**src/rtl/colsum_pkg.sv**
```systemverilog
package colsum_pkg;
  localparam int CNT_W_DEF   = 12;
  localparam int SCALE_W_DEF = 12;
  localparam int FRAC_W_DEF  = 8;
  localparam int OFS_W_DEF   = 16;
  localparam int OUT_W_DEF   = 8;

  typedef enum logic {
    CNT_POS = 1'b0,
    CNT_NEG = 1'b1
  } cnt_sel_e;

  localparam int NUM_CNT = 2;
endpackage

```
**src/rtl/colsum_satcnt.sv**
```systemverilog
module colsum_satcnt #(
  parameter int W = 12
) (
  input  logic         clk,
  input  logic         rst_n,
  input  logic         clr_i,
  input  logic         inc_i,
  output logic [W-1:0] q_o
);
  localparam logic [W-1:0] MAX = '1;

  logic [W-1:0] q_q;
  logic [W-1:0] q_d;
  logic         q_en;

  always_comb begin
    q_d  = q_q;
    q_en = 1'b0;
    if (clr_i) begin
      q_d  = '0;
      q_en = 1'b1;
    end else if (inc_i && (q_q != MAX)) begin
      q_d  = q_q + 1'b1;
      q_en = 1'b1;
    end
  end

  always_ff @(posedge clk or negedge rst_n) begin
    if (!rst_n) begin
      q_q <= '0;
    end else if (q_en) begin
      q_q <= q_d;
    end
  end

  assign q_o = q_q;

  // ceiling is sticky
  assert_sat_hold_R2: assert property (@(posedge clk) disable iff (!rst_n)
    (q_q == MAX) && !clr_i |=> q_q == MAX);

  // growth is at most one step per cycle
  assert_single_step_R2: assert property (@(posedge clk) disable iff (!rst_n)
    !clr_i |=> (q_q == $past(q_q)) || (q_q == $past(q_q) + 1'b1));
endmodule

```
**src/rtl/colsum_post.sv**
```systemverilog
module colsum_post #(
  parameter int CNT_W   = 12,
  parameter int SCALE_W = 12,
  parameter int FRAC_W  = 8,
  parameter int OFS_W   = 16,
  parameter int OUT_W   = 8
) (
  input  logic [CNT_W-1:0]   pos_i,
  input  logic [CNT_W-1:0]   neg_i,
  input  logic [SCALE_W-1:0] scale_i,
  input  logic [OFS_W-1:0]   offset_i,
  input  logic               relu_en_i,
  output logic [OUT_W-1:0]   res_o
);
  localparam int DIFF_W = CNT_W + 1;
  localparam int PROD_W = DIFF_W + SCALE_W + 1;
  localparam int SUM_W  = ((PROD_W > OFS_W) ? PROD_W : OFS_W) + 1;

  localparam logic signed [PROD_W-1:0] HALF = PROD_W'(1) << (FRAC_W - 1);
  localparam logic signed [SUM_W-1:0]  OMAX = SUM_W'((1 << (OUT_W - 1)) - 1);
  localparam logic signed [SUM_W-1:0]  OMIN = ~OMAX;

  logic signed [DIFF_W-1:0]  diff;
  logic signed [SCALE_W:0]   scl_s;
  logic signed [PROD_W-1:0]  prod;
  logic signed [PROD_W-1:0]  prod_rnd;
  logic signed [PROD_W-1:0]  shifted;
  logic signed [SUM_W-1:0]   shifted_x;
  logic signed [SUM_W-1:0]   ofs_x;
  logic signed [SUM_W-1:0]   sum;
  logic signed [SUM_W-1:0]   rect;
  logic signed [SUM_W-1:0]   clamped;

  always_comb begin
    diff      = $signed({1'b0, pos_i}) - $signed({1'b0, neg_i});
    scl_s     = $signed({1'b0, scale_i});
    prod      = diff * scl_s;
    prod_rnd  = prod + HALF;
    shifted   = prod_rnd >>> FRAC_W;
    shifted_x = $signed({{(SUM_W - PROD_W){shifted[PROD_W-1]}}, shifted});
    ofs_x     = $signed({{(SUM_W - OFS_W){offset_i[OFS_W-1]}}, offset_i});
    sum       = shifted_x + ofs_x;
    rect      = (relu_en_i && sum[SUM_W-1]) ? '0 : sum;
    if (rect > OMAX) begin
      clamped = OMAX;
    end else if (rect < OMIN) begin
      clamped = OMIN;
    end else begin
      clamped = rect;
    end
    res_o = clamped[OUT_W-1:0];
  end
endmodule

```
**src/rtl/colsum_top.sv**
```systemverilog
module colsum_top
  import colsum_pkg::*;
#(
  parameter int CNT_W   = CNT_W_DEF,
  parameter int SCALE_W = SCALE_W_DEF,
  parameter int FRAC_W  = FRAC_W_DEF,
  parameter int OFS_W   = OFS_W_DEF,
  parameter int OUT_W   = OUT_W_DEF
) (
  input  logic               clk,
  input  logic               rst_n,
  input  logic               pulse_i,
  input  logic               pol_i,
  input  logic               win_start_i,
  input  logic               win_end_i,
  input  logic [SCALE_W-1:0] scale_i,
  input  logic [OFS_W-1:0]   offset_i,
  input  logic               relu_en_i,
  input  logic               res_ready_i,
  output logic               res_valid_o,
  output logic [OUT_W-1:0]   res_data_o
);
  localparam logic [CNT_W-1:0] CNT_MAX = '1;

  logic             win_open_q, win_open_d;
  logic             calc_q, calc_d;
  logic             vld_q, vld_d;
  logic [OUT_W-1:0] dat_q;
  logic             end_ok;
  logic             count_en;
  logic             load;
  logic [OUT_W-1:0] post_res;

  logic [CNT_W-1:0] cnt [NUM_CNT];
  logic             inc [NUM_CNT];

  // window and result control, next state
  always_comb begin
    end_ok   = win_end_i && win_open_q && !win_start_i;
    count_en = win_open_q && pulse_i && !win_start_i;
    load     = calc_q && (!vld_q || res_ready_i);

    win_open_d = win_open_q;
    if (win_start_i) begin
      win_open_d = 1'b1;
    end else if (end_ok) begin
      win_open_d = 1'b0;
    end

    calc_d = calc_q;
    if (end_ok) begin
      calc_d = 1'b1;
    end else if (load) begin
      calc_d = 1'b0;
    end

    vld_d = vld_q;
    if (load) begin
      vld_d = 1'b1;
    end else if (vld_q && res_ready_i) begin
      vld_d = 1'b0;
    end
  end

  always_ff @(posedge clk or negedge rst_n) begin
    if (!rst_n) begin
      win_open_q <= 1'b0;
      calc_q     <= 1'b0;
      vld_q      <= 1'b0;
    end else begin
      win_open_q <= win_open_d;
      calc_q     <= calc_d;
      vld_q      <= vld_d;
    end
  end

  always_ff @(posedge clk or negedge rst_n) begin
    if (!rst_n) begin
      dat_q <= '0;
    end else if (load) begin
      dat_q <= post_res;
    end
  end

  // steering of pulses into the two counters
  always_comb begin
    inc[CNT_POS] = count_en && pol_i;
    inc[CNT_NEG] = count_en && !pol_i;
  end

  for (genvar g = 0; g < NUM_CNT; g++) begin : g_cnt
    colsum_satcnt #(.W(CNT_W)) cnt_i (
      .clk   (clk),
      .rst_n (rst_n),
      .clr_i (win_start_i),
      .inc_i (inc[g]),
      .q_o   (cnt[g])
    );
  end

  colsum_post #(
    .CNT_W   (CNT_W),
    .SCALE_W (SCALE_W),
    .FRAC_W  (FRAC_W),
    .OFS_W   (OFS_W),
    .OUT_W   (OUT_W)
  ) post_i (
    .pos_i     (cnt[CNT_POS]),
    .neg_i     (cnt[CNT_NEG]),
    .scale_i   (scale_i),
    .offset_i  (offset_i),
    .relu_en_i (relu_en_i),
    .res_o     (post_res)
  );

  assign res_valid_o = vld_q;
  assign res_data_o  = dat_q;

  // positive pulse reaches positive counter only
  assert_steer_pos_R1: assert property (@(posedge clk) disable iff (!rst_n)
    win_open_q && pulse_i && pol_i && !win_start_i && (cnt[CNT_POS] != CNT_MAX)
    |=> (cnt[CNT_POS] == $past(cnt[CNT_POS]) + 1'b1) && $stable(cnt[CNT_NEG]));

  // negative pulse reaches negative counter only
  assert_steer_neg_R1: assert property (@(posedge clk) disable iff (!rst_n)
    win_open_q && pulse_i && !pol_i && !win_start_i && (cnt[CNT_NEG] != CNT_MAX)
    |=> (cnt[CNT_NEG] == $past(cnt[CNT_NEG]) + 1'b1) && $stable(cnt[CNT_POS]));

  // counters frozen while the window is shut
  assert_closed_frozen_R3: assert property (@(posedge clk) disable iff (!rst_n)
    !win_open_q && !win_start_i |=> $stable(cnt[CNT_POS]) && $stable(cnt[CNT_NEG]));

  // start clears both counters
  assert_start_clear_R3: assert property (@(posedge clk) disable iff (!rst_n)
    win_start_i |=> (cnt[CNT_POS] == '0) && (cnt[CNT_NEG] == '0));

  // rectified captures are never negative
  assert_relu_sign_R6: assert property (@(posedge clk) disable iff (!rst_n)
    load && relu_en_i |=> !res_data_o[OUT_W-1]);

  // held output under back-pressure
  assert_hold_R8: assert property (@(posedge clk) disable iff (!rst_n)
    res_valid_o && !res_ready_i |=> res_valid_o && $stable(res_data_o));

  // an end with no open window yields nothing
  assert_orphan_end_R9: assert property (@(posedge clk) disable iff (!rst_n)
    win_end_i && !win_open_q && !calc_q && !res_valid_o |=> !res_valid_o);
endmodule

```
**config.mk**
```make
export PLATFORM = sky130hd
export DESIGN_NAME = colsum_top
export DESIGN_NICKNAME = d
export VERILOG_FILES = /design/src/rtl/colsum_pkg.sv /design/src/rtl/colsum_satcnt.sv /design/src/rtl/colsum_post.sv /design/src/rtl/colsum_top.sv
export SDC_FILE = /design/constraint.sdc
export NUM_CORES = 1
export LEC_CHECK = 0
export ABC_AREA = 1
export BUFFER_PORTS_ARGS = -buffer_cell sky130_fd_sc_hd__buf_2
export CORE_MARGIN = 2
export CORE_UTILIZATION = 50
export DETAILED_ROUTE_END_ITERATION = 12
export PLACE_DENSITY = 0.69
export SLEW_MARGIN = 0
export SYNTH_ARGS = -nofsm -noshare
export SYNTH_HDL_FRONTEND = slang
export SYNTH_SLANG_ARGS = --single-unit
```
**constraint.sdc**
```tcl
create_clock -name clk -period 10.23 [get_ports clk]
set_input_delay 0.5115 -clock clk [delete_from_list [all_inputs] [get_ports clk]]
set_output_delay 0.5115 -clock clk [all_outputs]
set_load 0.02 [all_outputs]
```
==> reports/results.md, run 1 <==
| Metric | Value |
| --- | --- |
| Commonest non-fill, non-tap cell in the layout | sky130_fd_sc_hd__inv_1 |
| Worst slew slack as a fraction of its limit | 41.4% |
| Gpl congestion | 0.923 |
| Required time at the worst-slack endpoint | 10390 ps |
| Placed instance count | 1520 |
| Starting density of the core | 50.9% |
| DRT iter0 DRCs | 648 |
| Count of final hold-check violations | 0 |
| Floorplan core area | 18600 um^2 |
| Clock tree from TritonCTS | built |
| Clock Path Buffers | 2 |
| 1st-pass router iterations | 5 |
| Peak supply drop | 0.000224 V |
| Commonest cells after routing, fill and taps aside | sky130_fd_sc_hd__inv_1 (279), sky130_fd_sc_hd__nand2_1 (251), sky130_fd_sc_hd__fa_1 (150) |
| Horiz. Die Dim | 142 um |
| Setup total negative slack | 0 ps |
| Layout net count | 1585 |
| Arrival @ worst endpoint | 9610 ps |
| Average vias per placed instance | 5.27 |
| Register bit count reported by yosys | 35 |
| Post_cts resized | 0 |
| Vias after detailed routing | 8049 |
| Number of post-CTS setup repair buffers | 0 |
| Worst Tran Pin Value | 872 ps |
| Number of H-tree levels | 2 |
| Number of core rows | 50 |
| Number of synthesized flops with an enable pin | 0 |
| Wire length per cell after detailed routing | 15.3 um |
| Synth Instances | 1257 |
| Primary FF master, synth | sky130_fd_sc_hd__dfrtp_1 |
| Post-synthesis async set-or-reset flop share | 100% |
| Global-route wire length before repair | 38500 um |
| Peak clock frequency supported by timing | 0.106 GHz |
| Count of endpoints failing setup in the final report | 0 |
| GRT Total Usage | 24.1% |
| Setup slack of the critical path after layout | 774 ps |
| Syn nets | 1549 |
| Number of hold-repair buffers added at the cts stage | 0 |
| Maximum single-stage delay on the critical path | 690 ps |
| Non-filler instance count after layout | 1528 |
| Clock transition at path regs | 60 ps |
| Critical path peak fanout | 12 |
| Vias in the first global route | 7734 |
| Area growth, synth to finish | 6.60% |
| Number of distinct library cell variants in the gate-level netlist after synthesis | 44 |
| Final antenna-violating net count | 0 |
| Max Transition Viols Final | 0 |
| Setup WS pre-CTS | 953 ps |
| Tmin final | 9460 ps |
| Cell at the root of the clock tree | sky130_fd_sc_hd__clkbuf_16 |
| Die boundary height | 142 um |
| Post-layout total power | 3.33 mW |
| Buffers on Ports | 44 |
| Yosys synthesis warning count | 0 |
| Crit path max-delay cell type | sky130_fd_sc_hd__fa_1 |
| Class of the most critical hold timing path | in -> async |
| CP endpoint kind | register |
| Post-route fraction of the period consumed by the critical path | 92.4% |
| Power per unit of standard cell area | 330 nW/um^2 |
| Run status | finished clean |
| Part of the Yosys area used for sequential elements | 9.24% |
| Most Frequent Cell on Critical Path | sky130_fd_sc_hd__inv_1 |
| Clock sink count | 35 |
| Layout cells sized above 1 | 7.57% |
| Number of diodes | 0 |
| Number of buffers added by the clock tree synthesis step | 5 |
| Worst-skew pair later-pin latency | 290 ps |
| IO Count | 45 |
| Drt total wl | 23400 um |
| Final worst clock skew | 5.10 ps |
| Leakage power total | 5.67 nW |
| Detailed-placement wirelength estimate | 20200 um |
| Antenna violations before repair | 0 |
| Die Footprint | 20100 um^2 |
| Final routed DRC violation total | 0 |
| Type of the worst setup path | reg -> reg |
| Type of element launching the critical path | register |
| Setup repair after global routing missed its margin | no |
| Total of max-cap violations | 0 |
| Grt total ovfl | 0 |
| Average footprint of a synthesized cell | 7.54 um^2 |
| Largest net degree at the start of global routing | 36 |
| Cell Area, Synth | 9480 um^2 |
## Yosys cell counts, types with 16 or more instances
cell / count / area (um^2)
sky130_fd_sc_hd__a21oi_1: 69 / 345
sky130_fd_sc_hd__dfrtp_1: 35 / 876
sky130_fd_sc_hd__fa_1: 150 / 3000
sky130_fd_sc_hd__ha_1: 106 / 1330
sky130_fd_sc_hd__inv_1: 279 / 1050
sky130_fd_sc_hd__nand2_1: 251 / 942
sky130_fd_sc_hd__nand3_1: 35 / 175
sky130_fd_sc_hd__nand4_1: 16 / 100
sky130_fd_sc_hd__nor2_1: 147 / 552
sky130_fd_sc_hd__nor3_1: 17 / 85.1
sky130_fd_sc_hd__o21ai_0: 24 / 120
sky130_fd_sc_hd__or2_2: 16 / 100
## flip-flops by register name, indices dropped and copies added, names as in the netlist
register         count
calc_q               1
win_open_q           1
res_valid_o          1
res_data_o           8
g_cnt.cnt_i.q_o     24
## worst paths after layout
kind / endpoint / start / depth (start not counted) / slack [ps]
setup reg to reg: res_data_o[1] / g_cnt[0].cnt_i.q_o[0] / 41 / 770
hold / removal: g_cnt[0].cnt_i.q_o[4] / rst_n / 1 / 320
hold reg to reg: res_valid_o / calc_q / 2 / 480
min in group clk: win_open_q / win_end_i / 2 / 430
setup / recovery: res_data_o[1] / g_cnt[0].cnt_i.q_o[0] / 41 / 770
max in group asynchronous: res_data_o[4] / rst_n / 1 / 9380
## metal layers
metal	GRT usage (%)	wire length (um)	up-vias
met5	0	0	-
met4	4.63	276	0
met3	1.82	1690	22
met2	37.5	10600	265
met1	37.2	10800	3842
li1	-	-	3920
## per-stage QoR
step	utilization (%)	area [um^2]	hold slack, ps
floorplan	-	9480	216
global placement	53.3	9940	460
detailed placement	53.3	9940	472
CTS	54.2	10100	352
global route	54.2	10100	397
finish	54.2	10100	325
## worst max-delay path: cells and delay by family (launching register included)
family | cells | cell delay [ps]
adders and majority gates | 10 | 4410
and+or+nand+nor | 13 | 1790
AOI/OAI and AO/OA | 7 | 1540
buffers and inverters | 10 | 1010
DFF | 1 | 380
xor gates and xnor gates | 1 | 180
## report_power, final
group	switching [mW]	internal [mW]	total (mW)
Combinational	1.93	1.06	2.99
Clock	0.0647	0.115	0.180
Sequential	0.0101	0.156	0.166
Total	2.01	1.33	3.33
## layout make-up
cell class / count / area, um^2
multi-input combinational: 915 / 7450
fill: 1840 / 8540
timing repair buffer: 46 / 235
clock buffer: 5 / 125
tap: 234 / 293
inverter: 290 / 1090
sequential: 35 / 876
clock inverter: 3 / 43.8
## logic make-up after synthesis
group / after synthesis / share of synthesized area [%]
AND/OR/NAND/NOR: 504 / 22.4
buffers and inverters: 307 / 12.2
adder cells (fa/ha/maj): 256 / 45.7
AO/OA/AOI/OAI: 126 / 7.75
flip-flops: 35 / 9.24
XOR/XNOR: 29 / 2.76
Note: power is estimated with default switching activity, not from simulation.
==> run 2: changes to the inputs <==
CORE_ASPECT_RATIO = 0.5   (was not set)
CORE_MARGIN = not set   (was 2)
==> reports/results.md, run 2 (synthesized netlist as in run 1, its figures left out) <==
| Metric | Value | vs previous |
| --- | --- | --- |
| Power per unit of standard cell area | 322 nW/um^2 | -2.3% |
| Tmin final | 9300 ps | -157 ps |
| Vias after detailed routing | 8042 | -0.087% |
| Clock sink count | 35 | unchanged |
| Number of buffer and inverter stages on the critical path | 10 | unchanged |
| Commonest non-fill, non-tap cell in the layout | sky130_fd_sc_hd__inv_1 |  |
| Post-route fraction of the period consumed by the critical path | 90.9% | -1.5 points |
| Maximum single-stage delay on the critical path | 690 ps | about the same |
| Worst Tran Pin Value | 1010 ps | +140 ps |
| Layout net count | 1584 | -0.063% |
| Count of final hold-check violations | 0 | unchanged |
| Horiz. Die Dim | 197 um | +39% |
| Layout cells sized above 1 | 7.43% | -0.14 points |
| Setup WS pre-CTS | 739 ps | -214 ps |
| Largest net degree at the start of global routing | 36 | unchanged |
| Worst reg2reg path endpoint | res_data_o[2] |  |
| Peak clock frequency supported by timing | 0.108 GHz | +1.7% |
| Die boundary height | 99.4 um | -30% |
| Met1 wire length | 11000 um | +1.4% |
| Required time at the worst-slack endpoint | 10420 ps | +30 ps |
| Origin of the critical flop-to-flop path | g_cnt[0].cnt_i.q_o[0] |  |
| Floorplan core area | 18500 um^2 | -0.87% |
| Clock Path Buffers | 2 | unchanged |
| Setup crit end | res_data_o[2] |  |
| Detailed-placement wirelength estimate | 20300 um | +0.64% |
| Clock transition at path regs | 50 ps | about the same |
| GRT Total Usage | 24.9% | +0.79 points |
| Cell at the root of the clock tree | sky130_fd_sc_hd__clkbuf_16 |  |
| Drt total wl | 23100 um | -1.2% |
| Vias in the first global route | 8034 | +3.9% |
| Setup repair after global routing missed its margin | no |  |
| Number of hold-repair buffers added at the cts stage | 0 | unchanged |
| Area growth, synth to finish | 6.66% | about the same |
| Final routed DRC violation total | 0 | unchanged |
| Worst setup path startpoint | g_cnt[0].cnt_i.q_o[0] |  |
| Grt total ovfl | 0 | unchanged |
| Type of element launching the critical path | register |  |
| Detailed-routed wire length on met3 | 1430 um | -15% |
| Final worst clock skew | 6.33 ps | +1.24 ps |
| Antenna violations before repair | 0 | unchanged |
| Worst-skew pair later-pin latency | 270 ps | -20 ps |
| Starting density of the core | 51.3% | +0.45 points |
| Class of the most critical hold timing path | in -> async |  |
| Number of core rows | 35 | -30% |
| Flip-flop count of the largest register, all copies and words added | 24 | unchanged |
| 1st-pass router iterations | 5 | unchanged |
| Post-layout total power | 3.26 mW | -2.3% |
| Crit path max-delay cell type | sky130_fd_sc_hd__fa_1 |  |
| Buffers on Ports | 44 | unchanged |
| Wire length per cell after detailed routing | 14.9 um | -2.7% |
| Cell count of the worst reg-to-reg path | 44 | +7.3% |
| Max Transition Viols Final | 0 | unchanged |
| Critical path peak fanout | 12 | unchanged |
| Number of diodes | 0 | unchanged |
| Commonest cells after routing, fill and taps aside | sky130_fd_sc_hd__inv_1 (279), sky130_fd_sc_hd__nand2_1 (251), sky130_fd_sc_hd__fa_1 (150) |  |
| Setup total negative slack | 0 ps | unchanged |
| Core utilization of the finished layout | 54.7% | +0.51 points |
| Most Frequent Cell on Critical Path | sky130_fd_sc_hd__inv_1 |  |
| Post_cts resized | 0 | unchanged |
| Count of endpoints failing setup in the final report | 0 | unchanged |
| Number of buffers added by the clock tree synthesis step | 5 | unchanged |
| Global-route wire length before repair | 38800 um | +0.95% |
| Leakage power total | 5.66 nW | -0.24% |
| CP endpoint kind | register |  |
| Average vias per placed instance | 5.19 | -1.6% |
| Run status | finished clean |  |
| Final antenna-violating net count | 0 | unchanged |
| Wire length on met2 | 10300 um | -2.8% |
| Arrival @ worst endpoint | 9490 ps | -120 ps |
| Worst path depth | 44 | +7.3% |
| IO Count | 45 | unchanged |
| Number of H-tree levels | 2 | unchanged |
| Gpl congestion | 0.956 | +3.5% |
| Setup slack of the critical path after layout | 931 ps | +157 ps |
| Largest delay share family, worst path | adder cells |  |
| DRT iter0 DRCs | 470 | -27% |
| Clock tree from TritonCTS | built |  |
| Worst slew slack as a fraction of its limit | 32.0% | -9.4 points |
| Total of max-cap violations | 0 | unchanged |
| Register-to-register path setup slack | 930 ps | +160 ps |
| Top routing layer in use | met4 |  |
| Die Footprint | 19600 um^2 | -2.6% |
| Peak supply drop | 0.000225 V | +0.74% |
| Type of the worst setup path | reg -> reg |  |
| Number of post-CTS setup repair buffers | 0 | unchanged |
run 2: cell type report:
| class | count | area, um^2 |
|---|---|---|
| timing repair buffer | 45 | 228 |
| clock buffer | 6 | 139 |
| sequential | 35 | 876 |
| multi-input combinational | 915 | 7450 |
| inverter | 290 | 1090 |
| tap | 259 | 324 |
| clock inverter | 1 | 5.00 |
| fill | 1816 | 8370 |
run 2: power breakdown:
part	leakage, nW	switching [mW]	internal (mW)
registers	0.459	0.00912	0.156
clock network	0.0727	0.0527	0.0949
logic	5.13	1.89	1.06
total	5.66	1.95	1.31
run 2: layer usage:
metal | global-route usage (%) | up-vias
li1 | - | 3907
met1 | 36.8 | 3850
met2 | 39.3 | 257
met3 | 2.78 | 28
met4 | 5.90 | 0
met5 | 0 | -
run 2: worst min-delay path by stage:
stage	start	endpoint	slack, ps	cells after the start
2_1_floorplan	rst_n	calc_q	220	0
3_3_place_gp	res_data_o[7]	res_data_o[7]	460	2
3_5_place_dp	calc_q	res_valid_o	470	2
4_1_cts	rst_n	g_cnt[0].cnt_i.q_o[11]	350	1
5_1_grt	rst_n	g_cnt[1].cnt_i.q_o[11]	380	1
6_report	rst_n	g_cnt[0].cnt_i.q_o[11]	310	1
run 2: through the flow:
step	hold WS (ps)	instance area (um^2)	instances
floorplan	216	9480	1257
global placement	462	9960	1544
detailed placement	466	9960	1544
CTS	346	10100	1551
global route	376	10100	1551
finish	311	10100	1551
==> run 3: changes to the inputs <==
CTS_BUF_LIST = sky130_fd_sc_hd__clkbuf_8   (was not set)
GPL_ROUTABILITY_DRIVEN = 0   (was not set)
==> reports/results.md, run 3 (synthesized netlist as in run 1, its figures left out) <==
| Metric | Value | vs previous |
| --- | --- | --- |
| Number of H-tree levels | 2 | unchanged |
| Horiz. Die Dim | 197 um | unchanged |
| Vias in the first global route | 8061 | +0.34% |
| Setup repair after global routing missed its margin | no |  |
| Type of element launching the critical path | register |  |
| Final-layout worst hold slack | 305 ps | -5.84 ps |
| Switching power | 1.93 mW | -1.2% |
| Clock sink count | 35 | unchanged |
| Vias after detailed routing | 8030 | -0.15% |
| Layout cells sized above 1 | 7.51% | +0.077 points |
| Drt total wl | 23200 um | about the same |
| Die Footprint | 19600 um^2 | unchanged |
| Worst reg2reg path endpoint | res_data_o[2] |  |
| Starting density of the core | 51.3% | unchanged |
| Final worst clock skew | 1.52 ps | -4.82 ps |
| Global-route wire length before repair | 38400 um | -1.3% |
| Crit path max-delay cell type | sky130_fd_sc_hd__fa_1 |  |
| Power per unit of standard cell area | 318 nW/um^2 | -1.4% |
| Part of the power in registers | 5.2% | about the same |
| Multi-input gate area | 7450 um^2 | unchanged |
| Share of total power in the clock network | 3.1% | -1.4 points |
| Die boundary height | 99.4 um | unchanged |
| Wire length per cell after detailed routing | 14.9 um | about the same |
| Tmin final | 9380 ps | +76.6 ps |
| Critical path peak fanout | 12 | unchanged |
| Non-filler instance count after layout | 1551 | unchanged |
| Max Transition Viols Final | 0 | unchanged |
| Peak supply drop | 0.000227 V | +0.95% |
| Internal power | 1.27 mW | -3.0% |
| Final antenna-violating net count | 0 | unchanged |
| Worst Tran Pin Value | 993 ps | -19.4 ps |
| Number of diodes | 0 | unchanged |
| Worst slew slack as a fraction of its limit | 33.3% | +1.3 points |
| Count of final hold-check violations | 0 | unchanged |
| Type of the worst setup path | reg -> reg |  |
| Number of buffers added by the clock tree synthesis step | 5 | unchanged |
| Flip-flop count of the largest register, all copies and words added | 24 | unchanged |
| Clock Path Buffers | 2 | unchanged |
| Flip-flop and latch area | 876 um^2 | unchanged |
| Commonest non-fill, non-tap cell in the layout | sky130_fd_sc_hd__inv_1 |  |
| Number of core rows | 35 | unchanged |
| 1st-pass router iterations | 6 | +1 |
| Area growth, synth to finish | 6.11% |  |
| Final routed DRC violation total | 0 | unchanged |
| Setup WS pre-CTS | 809 ps | +70.0 ps |
| Detailed-placement wirelength estimate | 20300 um | -0.18% |
| Fraction of power consumed by combinational cells | 91.7% | +1.3 points |
| Count of endpoints failing setup in the final report | 0 | unchanged |
| Leakage power total | 5.63 nW | -0.59% |
| Average vias per placed instance | 5.18 | -0.15% |
| Total of max-cap violations | 0 | unchanged |
| Layout net count | 1584 | unchanged |
| Origin of the critical flop-to-flop path | g_cnt[0].cnt_i.q_o[0] |  |
| Buffers on Ports | 44 | unchanged |
| Cell at the root of the clock tree | sky130_fd_sc_hd__clkbuf_8 |  |
| Arrival @ worst endpoint | 9530 ps | +40 ps |
| Grt total ovfl | 0 | unchanged |
| Maximum single-stage delay on the critical path | 690 ps | about the same |
| Worst-skew pair later-pin latency | 280 ps | about the same |
| IO Count | 45 | unchanged |
| Setup slack of the critical path after layout | 854 ps | -76.6 ps |
| Setup total negative slack | 0 ps | unchanged |
| Commonest cells after routing, fill and taps aside | sky130_fd_sc_hd__inv_1 (278), sky130_fd_sc_hd__nand2_1 (251), sky130_fd_sc_hd__fa_1 (150) |  |
| Register-to-register path setup slack | 850 ps | -80 ps |
| DRT iter0 DRCs | 362 | -23% |
| Largest net degree at the start of global routing | 36 | unchanged |
| GRT Total Usage | 24.7% | -0.23 points |
| Run status | finished clean |  |
| Post-route fraction of the period consumed by the critical path | 91.6% | +0.75 points |
| Placed instance count | 1544 | unchanged |
| Cell count of the worst reg-to-reg path | 40 | -9.1% |
| Clock tree from TritonCTS | built |  |
| Clock transition at path regs | 70 ps | +20 ps |
| CP endpoint kind | register |  |
| Number of filler instances in the final layout | 1784 | -1.8% |
| Switching share of power | 60.4% | +0.44 points |
| Class of the most critical hold timing path | in -> async |  |
| Floorplan core area | 18500 um^2 | unchanged |
| Antenna violations before repair | 0 | unchanged |
| Peak clock frequency supported by timing | 0.107 GHz | -0.82% |
| Required time at the worst-slack endpoint | 10380 ps | -40 ps |
run 3: stage by stage:
step / instance area (um^2) / total power [mW] / utilization, %
after global placement: 9960 / 3.01 / 53.9
after CTS: 10000 / 3.17 / 54.4
after detailed placement: 9960 / 3.04 / 53.9
final: 10100 / 3.20 / 54.4
after global routing: 10100 / 3.62 / 54.4
after floorplan: 9480 / 2.41 / -
run 3: worst max-delay path: cells and delay by family, from the launching register on:
kind	cells	cell delay, ps
adder cells (fa/ha/maj)	10	4510
AO/OA/AOI/OAI	7	1670
AND/OR/NAND/NOR	13	1600
buffers and inverters	9	870
flip-flops	1	390
XOR/XNOR	1	180
run 3: metal layers:
layer | vias to the layer above | wire, um | global-route usage, %
li1 | 3909 | - | -
met1 | 3835 | 10600 | 34.6
met2 | 245 | 10500 | 39.8
met3 | 41 | 1620 | 4.27
met4 | 0 | 435 | 6.50
met5 | - | 0 | 0
run 3: what timing repair did:
action,in CTS,in global routing
hold buffers,0,0
gates resized for setup,0,2
setup buffers,0,0
setup endpoints to repair,0,7
run 3: area by class of cell:
type                            instances  share of cell area (%)
Inverter                              290                    10.9
Sequential cell                        35                    8.71
Clock buffer                            6                   0.821
Clock inverter                          1                  0.0497
Multi-Input combinational cell        915                    74.1
Tap cell                              259                    3.22
Timing Repair Buffer                   45                    2.26
run 3: how the worst max path moves through the flow:
stage                          startpoint       endpoint  slack (ps)  cells after the start
floorplan           g_cnt[0].cnt_i.q_o[0]  res_data_o[0]        2000                     44
global placement    g_cnt[0].cnt_i.q_o[0]  res_data_o[4]         980                     40
detailed placement  g_cnt[0].cnt_i.q_o[0]  res_data_o[2]         810                     43
CTS                 g_cnt[0].cnt_i.q_o[0]  res_data_o[2]         760                     43
global route        g_cnt[0].cnt_i.q_o[0]  res_data_o[5]          40                     43
finish              g_cnt[0].cnt_i.q_o[0]  res_data_o[2]         850                     40
run 3: power by group through the flow:
| stage | registers (mW) | logic [mW] | clock network (mW) |
|---|---|---|---|
| final | 0.165 | 2.93 | 0.0995 |
| after detailed placement | 0.168 | 2.87 | 0 |
| after CTS | 0.165 | 2.90 | 0.102 |
| after global placement | 0.167 | 2.85 | 0 |
| after global routing | 0.167 | 3.34 | 0.109 |
| after floorplan | 0.184 | 2.22 | 0 |
